==> src/rtl/cmd_frame_decoder.sv <==
module cmd_frame_decoder #(
  parameter logic [5:0] MOD_ADDR = 6'h3F,
  parameter int         BYTE_W   = 8
) (
  input  logic              clk,
  input  logic              rst_n,
  input  logic              rx_bit,
  input  logic              rx_stb,
  output logic [BYTE_W-1:0] ctl_src,
  output logic [BYTE_W-1:0] ctl_snk,
  output logic [BYTE_W-1:0] site_lo,
  output logic [BYTE_W-1:0] site_hi,
  output logic [4:0]        src_amp,
  output logic              src_ofs,
  output logic [1:0]        drv_mode,
  output logic [4:0]        snk_amp,
  output logic              snk_ofs,
  output logic [1:0]        fb_sel,
  output logic              frame_valid,
  output logic              parity_error
);
  localparam int FRAME_W = 2 * (BYTE_W + 1);
  localparam int POS_W   = $clog2(FRAME_W + 1);
  localparam logic [POS_W-1:0] SPACER_POS = POS_W'(FRAME_W);
  localparam logic [POS_W-1:0] LAST_POS   = POS_W'(FRAME_W - 1);
  localparam logic [FRAME_W-1:0] SYNC_WORD = {1'b0, {BYTE_W{1'b1}}, 1'b0, {BYTE_W{1'b1}}};

  logic [FRAME_W-1:0] win_q;
  logic [FRAME_W-1:0] win_d;
  logic [POS_W-1:0]   pos_q;
  logic [BYTE_W-1:0]  regs_q [4];

  assign win_d = {win_q[FRAME_W-2:0], rx_bit};

  logic              is_sync, frame_end, par_ok, addr_hit, wr;
  logic [BYTE_W-1:0] dbyte, abyte;
  logic              dpar, apar;

  assign dpar  = win_d[FRAME_W-1];
  assign dbyte = win_d[FRAME_W-2 -: BYTE_W];
  assign apar  = win_d[BYTE_W];
  assign abyte = win_d[BYTE_W-1:0];

  assign is_sync   = (win_d == SYNC_WORD);
  assign frame_end = rx_stb && (pos_q == LAST_POS) && !is_sync;
  assign par_ok    = !(dpar ^ (^dbyte)) && !(apar ^ (^abyte));
  assign addr_hit  = (abyte[BYTE_W-1:2] == MOD_ADDR);
  assign wr        = frame_end && par_ok && addr_hit;

  always_ff @(posedge clk) begin
    if (!rst_n) begin
      win_q        <= '0;
      pos_q        <= '0;
      frame_valid  <= 1'b0;
      parity_error <= 1'b0;
    end else begin
      frame_valid <= wr;
      if (frame_end && !par_ok) parity_error <= 1'b1;
      if (rx_stb) begin
        win_q <= win_d;
        if (is_sync)                 pos_q <= SPACER_POS;
        else if (pos_q == SPACER_POS) pos_q <= '0;
        else                          pos_q <= pos_q + 1'b1;
      end
    end
  end

  for (genvar g = 0; g < 4; g++) begin : g_reg
    always_ff @(posedge clk) begin
      if (!rst_n)                        regs_q[g] <= '0;
      else if (wr && abyte[1:0] == 2'(g)) regs_q[g] <= dbyte;
    end
  end

  assign ctl_src  = regs_q[0];
  assign ctl_snk  = regs_q[1];
  assign site_lo  = regs_q[2];
  assign site_hi  = regs_q[3];
  assign src_amp  = regs_q[0][4:0];
  assign src_ofs  = regs_q[0][5];
  assign drv_mode = regs_q[0][7:6];
  assign snk_amp  = regs_q[1][4:0];
  assign snk_ofs  = regs_q[1][5];
  assign fb_sel   = regs_q[1][7:6];
endmodule

==> config.mk <==
export PLATFORM = sky130hd
export DESIGN_NAME = cmd_frame_decoder
export DESIGN_NICKNAME = d
export VERILOG_FILES = /design/src/rtl/cmd_frame_decoder.sv
export SDC_FILE = /design/constraint.sdc
export NUM_CORES = 1
export LEC_CHECK = 0
export ABC_AREA = 1
export BUFFER_PORTS_ARGS = -buffer_cell sky130_fd_sc_hd__buf_2
export CORE_MARGIN = 4
export CORE_UTILIZATION = 30
export DETAILED_ROUTE_END_ITERATION = 16
export GPL_ROUTABILITY_DRIVEN = 0
export GPL_TIMING_DRIVEN = 0
export PLACE_DENSITY = 0.48
export SLEW_MARGIN = 20
export SYNTH_ARGS = -nofsm -noshare
export SYNTH_HDL_FRONTEND = slang
export SYNTH_SLANG_ARGS = --single-unit
==> constraint.sdc <==
create_clock -name clk -period 2.75 [get_ports clk]
set_input_delay 0.55 -clock clk [delete_from_list [all_inputs] [get_ports clk]]
set_output_delay 0.55 -clock clk [all_outputs]
set_load 0.005 [all_outputs]
; ---- Yosys cells after proc, flatten, opt, wreduce, memory -nomap -nowiden
; Memories as Yosys holds them, arrays and structs flattened.
; Cells that the tools add are included.
[word_totals]
ff_bits = 24
ram_bits = 32
inputBits = 4
output_inout_bits = 50
wordCells = 55
mem_count = 1
[mem_list]
columns = memory, depth, word_bits, read_ports, rd_clocked_by_memory_dff, write_ports, line_no
row1 = regs_q, 4, 8, 4, 0, 4, 31  ; logic [BYTE_W-1:0] regs_q [4];
[op_classes]
n_addsub = 1
eq_ne = 7
mux = 19
bitwise_logic = 6
reduce_logical = 17
[op_table]
columns = cell, n
row1 = $mux W8, 4
row2 = $eq A18 B17 Y1 const B, 1
row3 = $reduce_xor A8 Y1, 2
row4 = $mux W1, 13
row5 = $eq A5 B5 Y1 const B, 2
row6 = $logic_and A1 B1 Y1, 10
row7 = $mux W5, 2
row8 = $eq A6 B6 Y1 const B, 1
row9 = $add A5 B1 Y5 const B, 1
row10 = $eq A2 B2 Y1 const B, 2
row11 = $logic_not A1 Y1, 4
row12 = $or A1 B1 Y1, 4
row13 = $eq A2 B1 Y1 const B, 1
row14 = $logic_not A2 Y1, 1
row15 = $xor A1 B1 Y1, 2

; ---- Logic depth before layout (Yosys ltp)
[logic_depth]
word_depth = 11
ltp_mapped = 12
ltp_nobuf = 12

; ---- Worst setup path before layout
; OpenSTA, ideal clock, no wires.
[synth_timing]
kind = input port to flip-flop
start = input rx_bit
end = memory regs_q[3][0], enable pin
setup_ns = 0.374
arrival_time_ns = 2.041
required_time_ns = 2.376
path_slack_ns = 0.335
stages = 9
path_buffers = 0
cell_sequence = inv_1 > ha_1 > xor2_1 > nand3b_1 > nand2_1 > nand2_4 > nor2_8 > nand2_1 > o21ai_1
[synth_rtl]
columns = element, line_no
row1 = start: declaration, 7  ; input logic rx_bit,
row2 = end: declaration, 31

==> results by group <==
Clock tree
  • Post-CTS sizing: 0
  • Total CTS buffers: 5
  • Clk sink count: 56
  • Clock latency on the worst-skew pair: 320 ps
  • CTS tree: yes
  • Clock root buffer: clkbuf_8
  • Clock transition at path regs: 110 ps
  • Post-CTS setup buffers: 0
  • Max H-tree Level: 2
  • CTS Buffer Depth: 2
  • Hold-fix buffers at CTS: 0

Yosys
  • Number of synthesized flops with an enable pin: 32
  • Mapped cell area: 2611 sq um
  • Sequential area share after synthesis: 0.5520
  • FFs w/ async S/R, synth: 0
  • Synth Area per Inst: 9.854 sq um
  • Syn nets: 279
  • Flops & latches, synth: 56
  • Count of different cell masters after synthesis: 28
  • Yosys warns: 0
  • Main synth FF type: edfxtp_1
  • Mapped Cells: 265

Worst setup path
  • Worst Setup Start Kind: flop
  • Worst setup path class: flop to flop
  • Required time worst endpoint: 2720 ps
  • Crit-path leading delay family: simple AND/OR/NAND/NOR gates
  • Reg-to-reg endpoint: regs_q[3][4]
  • Crit Reg-Reg Startpoint: win_q[0]
  • Slowest stage delay, CP: 410 ps
  • Buf/Inv on CP: 1
  • R2R depth: 9
  • Slowest CP cell: o21ai_2
  • Cell mode on critical path: nand2_1
  • CP arrival: 2350 ps
  • Crit path cell chain: inv_1, ha_1, xor2_1, nand3b_1, nand2_1, nand2_4, nor2_8, nand2_1, o21ai_2
  • R2R setup slack: 370 ps
  • Crit path capture type: flop
  • Crit path max fanout: 8

Global routing
  • Total grt overflow: 0
  • GRT Resource Usage Total: 0.1155
  • Largest net degree at the start of global routing: 20
  • Initial antenna violation count: 0
  • First-pass GRT wire length: 9177 microns
  • Vias in the first global route: 1780

Final layout
  • Fin cells: 429
  • Antenna fix cells: 0
  • Fin util: 0.3714
  • Fin nets: 337
  • Commonest cells after routing, fill and taps aside: buf_2 (52), nor2_1 (49), edfxtp_1 (32), nand2_1 (31), dfxtp_1 (24)
  • Area growth from synthesis to layout: 18.64%
  • Number of fillers in the final layout: 869
  • Fraction of layout cells with a size suffix above 1: 0.3148
  • Most common cell after layout, fill and taps aside: buf_2

Placement
  • Pre-CTS setup slack: -160.8 ps
  • Placed cell count: 421
  • Port Buffers: 51
  • Hpwl dp: 4068 microns

Power and ir drop
  • P per Cell Area: 534.6 nW/um^2
  • Max IR drop VDD: 251.3 uV
  • Pleak: 1.368 nW

Timing
  • Tcrit/Tclk final: 0.8656
  • Unrepaired setup endpoints after global routing: false
  • Post-route minimum period: 2380 ps
  • Post-route setup slack: 369.5 ps
  • Hold slack: 458.7 ps
  • Final hold vios: 0
  • Worst Skew: 9.723 ps
  • Worst Tran Pin Value: 504.5 ps
  • Slew Limit Fails: 0
  • Count of final setup violators: 0
  • Worst rel slew slack: 0.6636
  • Max frequency: 420.1 MHz

Die
  • Cell Rows: 33
  • Initial Util: 0.3131
  • IO Pins: 54
  • Core area: 8341 sq um
  • Height of the die: 101.3 microns
  • Die ar.: 10260 sq um
  • Die W: 101.3 microns

Job
  • Maximum Capacitance Violations: 0

Min path
  • Hold depth: 2
  • HP Start: parity_error
  • Worst hold path class: flop to flop
  • Hold endpoint: parity_error

Routing
  • DRC viols: 0
  • Via density: 4.464
  • Drt wl/cell: 13.07 microns
  • Via Count: 1915
  • Initial detailed-routing violation count: 78
  • Routed WL: 5607 microns
  • Remaining antenna violation count: 0
  • Pre-antenna DRT Iters: 4

Run status
  • Outcome: complete, no violations
-- worst reg2reg max path, delay by kind of cell, from the launching register on --
kind                       cells  cell delay (ps)
adders and majority gates      1              290
AOI/OAI and AO/OA              1              410
buffers and inverters          1               90
DFF                            1              390
xor gates and xnor gates       1              160
and+or+nand+nor                5              680
-- cells by family after synthesis --
group                      Yosys count  synth area share
AOI/OAI and AO/OA                   37           0.07666
xor gates and xnor gates             3           0.01006
adders and majority gates           10           0.04792
buffers and inverters               48           0.09391
DFF                                 56            0.5520
and+or+nand+nor                    111            0.2195
-- metal layers --
metal,GRT usage,vias to the layer above,wire [microns]
met1,0.1491,884,2460
met3,0.02755,3,408
met2,0.1957,52,2712
li1,-,976,-
met4,0.02761,0,27
met5,0,-,0
-- flip-flops by register name, summed over array words and instances, names as in the netlist --
signal and cells:
regs_q 32, win_q 17, pos_q 5, frame_valid 1, parity_error 1
-- report_power, final --
group          total (mW)  internal [mW]  leakage [nW]  switching (mW)
Combinational       0.233         0.0846         0.795           0.149
Clock               0.480          0.188        0.0463           0.292
Sequential          0.943          0.919         0.526          0.0245
Total                1.66           1.19          1.37           0.465
-- metrics by stage --
stage                     setup TNS [ps]  cell area (sq um)  power [mW]
final                                  0               3098       1.656
after global routing                   0               3098       1.750
after CTS                              0               3094       1.677
after detailed placement           -1284               2998       1.199
after global placement             -1156               2998       1.195
after floorplan                        0               2611       1.129
-- cell usage after synthesis, drive strengths merged (2+ instances only) --
cell type | number | area share
nand3 | 13 | 0.031
o21ai | 18 | 0.034
nand4 | 4 | 0.033
nor3 | 5 | 0.0096
clkbuf | 4 | 0.0057
a21oi | 15 | 0.030
dfxtp | 24 | 0.18
nor2 | 51 | 0.082
inv | 25 | 0.036
xor2 | 3 | 0.010
buf | 19 | 0.052
nand2 | 36 | 0.058
edfxtp | 32 | 0.37
ha | 10 | 0.048
nand3b | 2 | 0.0057
o211ai | 2 | 0.0057
-- final cells by class --
type,count,area (sq um),share of cell area
Sequential cell,56,1441,0.4653
Multi-Input combinational cell,161,928.4,0.2997
Timing Repair Buffer,51,255.2,0.08239
Buffer,23,151.4,0.04887
Tap cell,105,131.4,0.04241
Inverter,25,93.84,0.03029
Clock buffer,5,68.82,0.02221
Clock inverter,3,27.53,0.008885
-- worst max path at each step --
| stage | startpoint | endpoint | slack [ps] | cells after the start |
|---|---|---|---|---|
| after global routing | win_q[0] | regs_q[3][4] | 190 | 9 |
| after CTS | win_q[0] | regs_q[3][4] | 120 | 9 |
| after detailed placement | rx_bit | regs_q[3][4] | -160 | 10 |
| after floorplan | rx_bit | regs_q[3][0] | 340 | 9 |
| after global placement | rx_bit | regs_q[3][6] | -140 | 10 |
| final | win_q[0] | regs_q[3][4] | 370 | 9 |
Power figures use the tool's default switching activity.
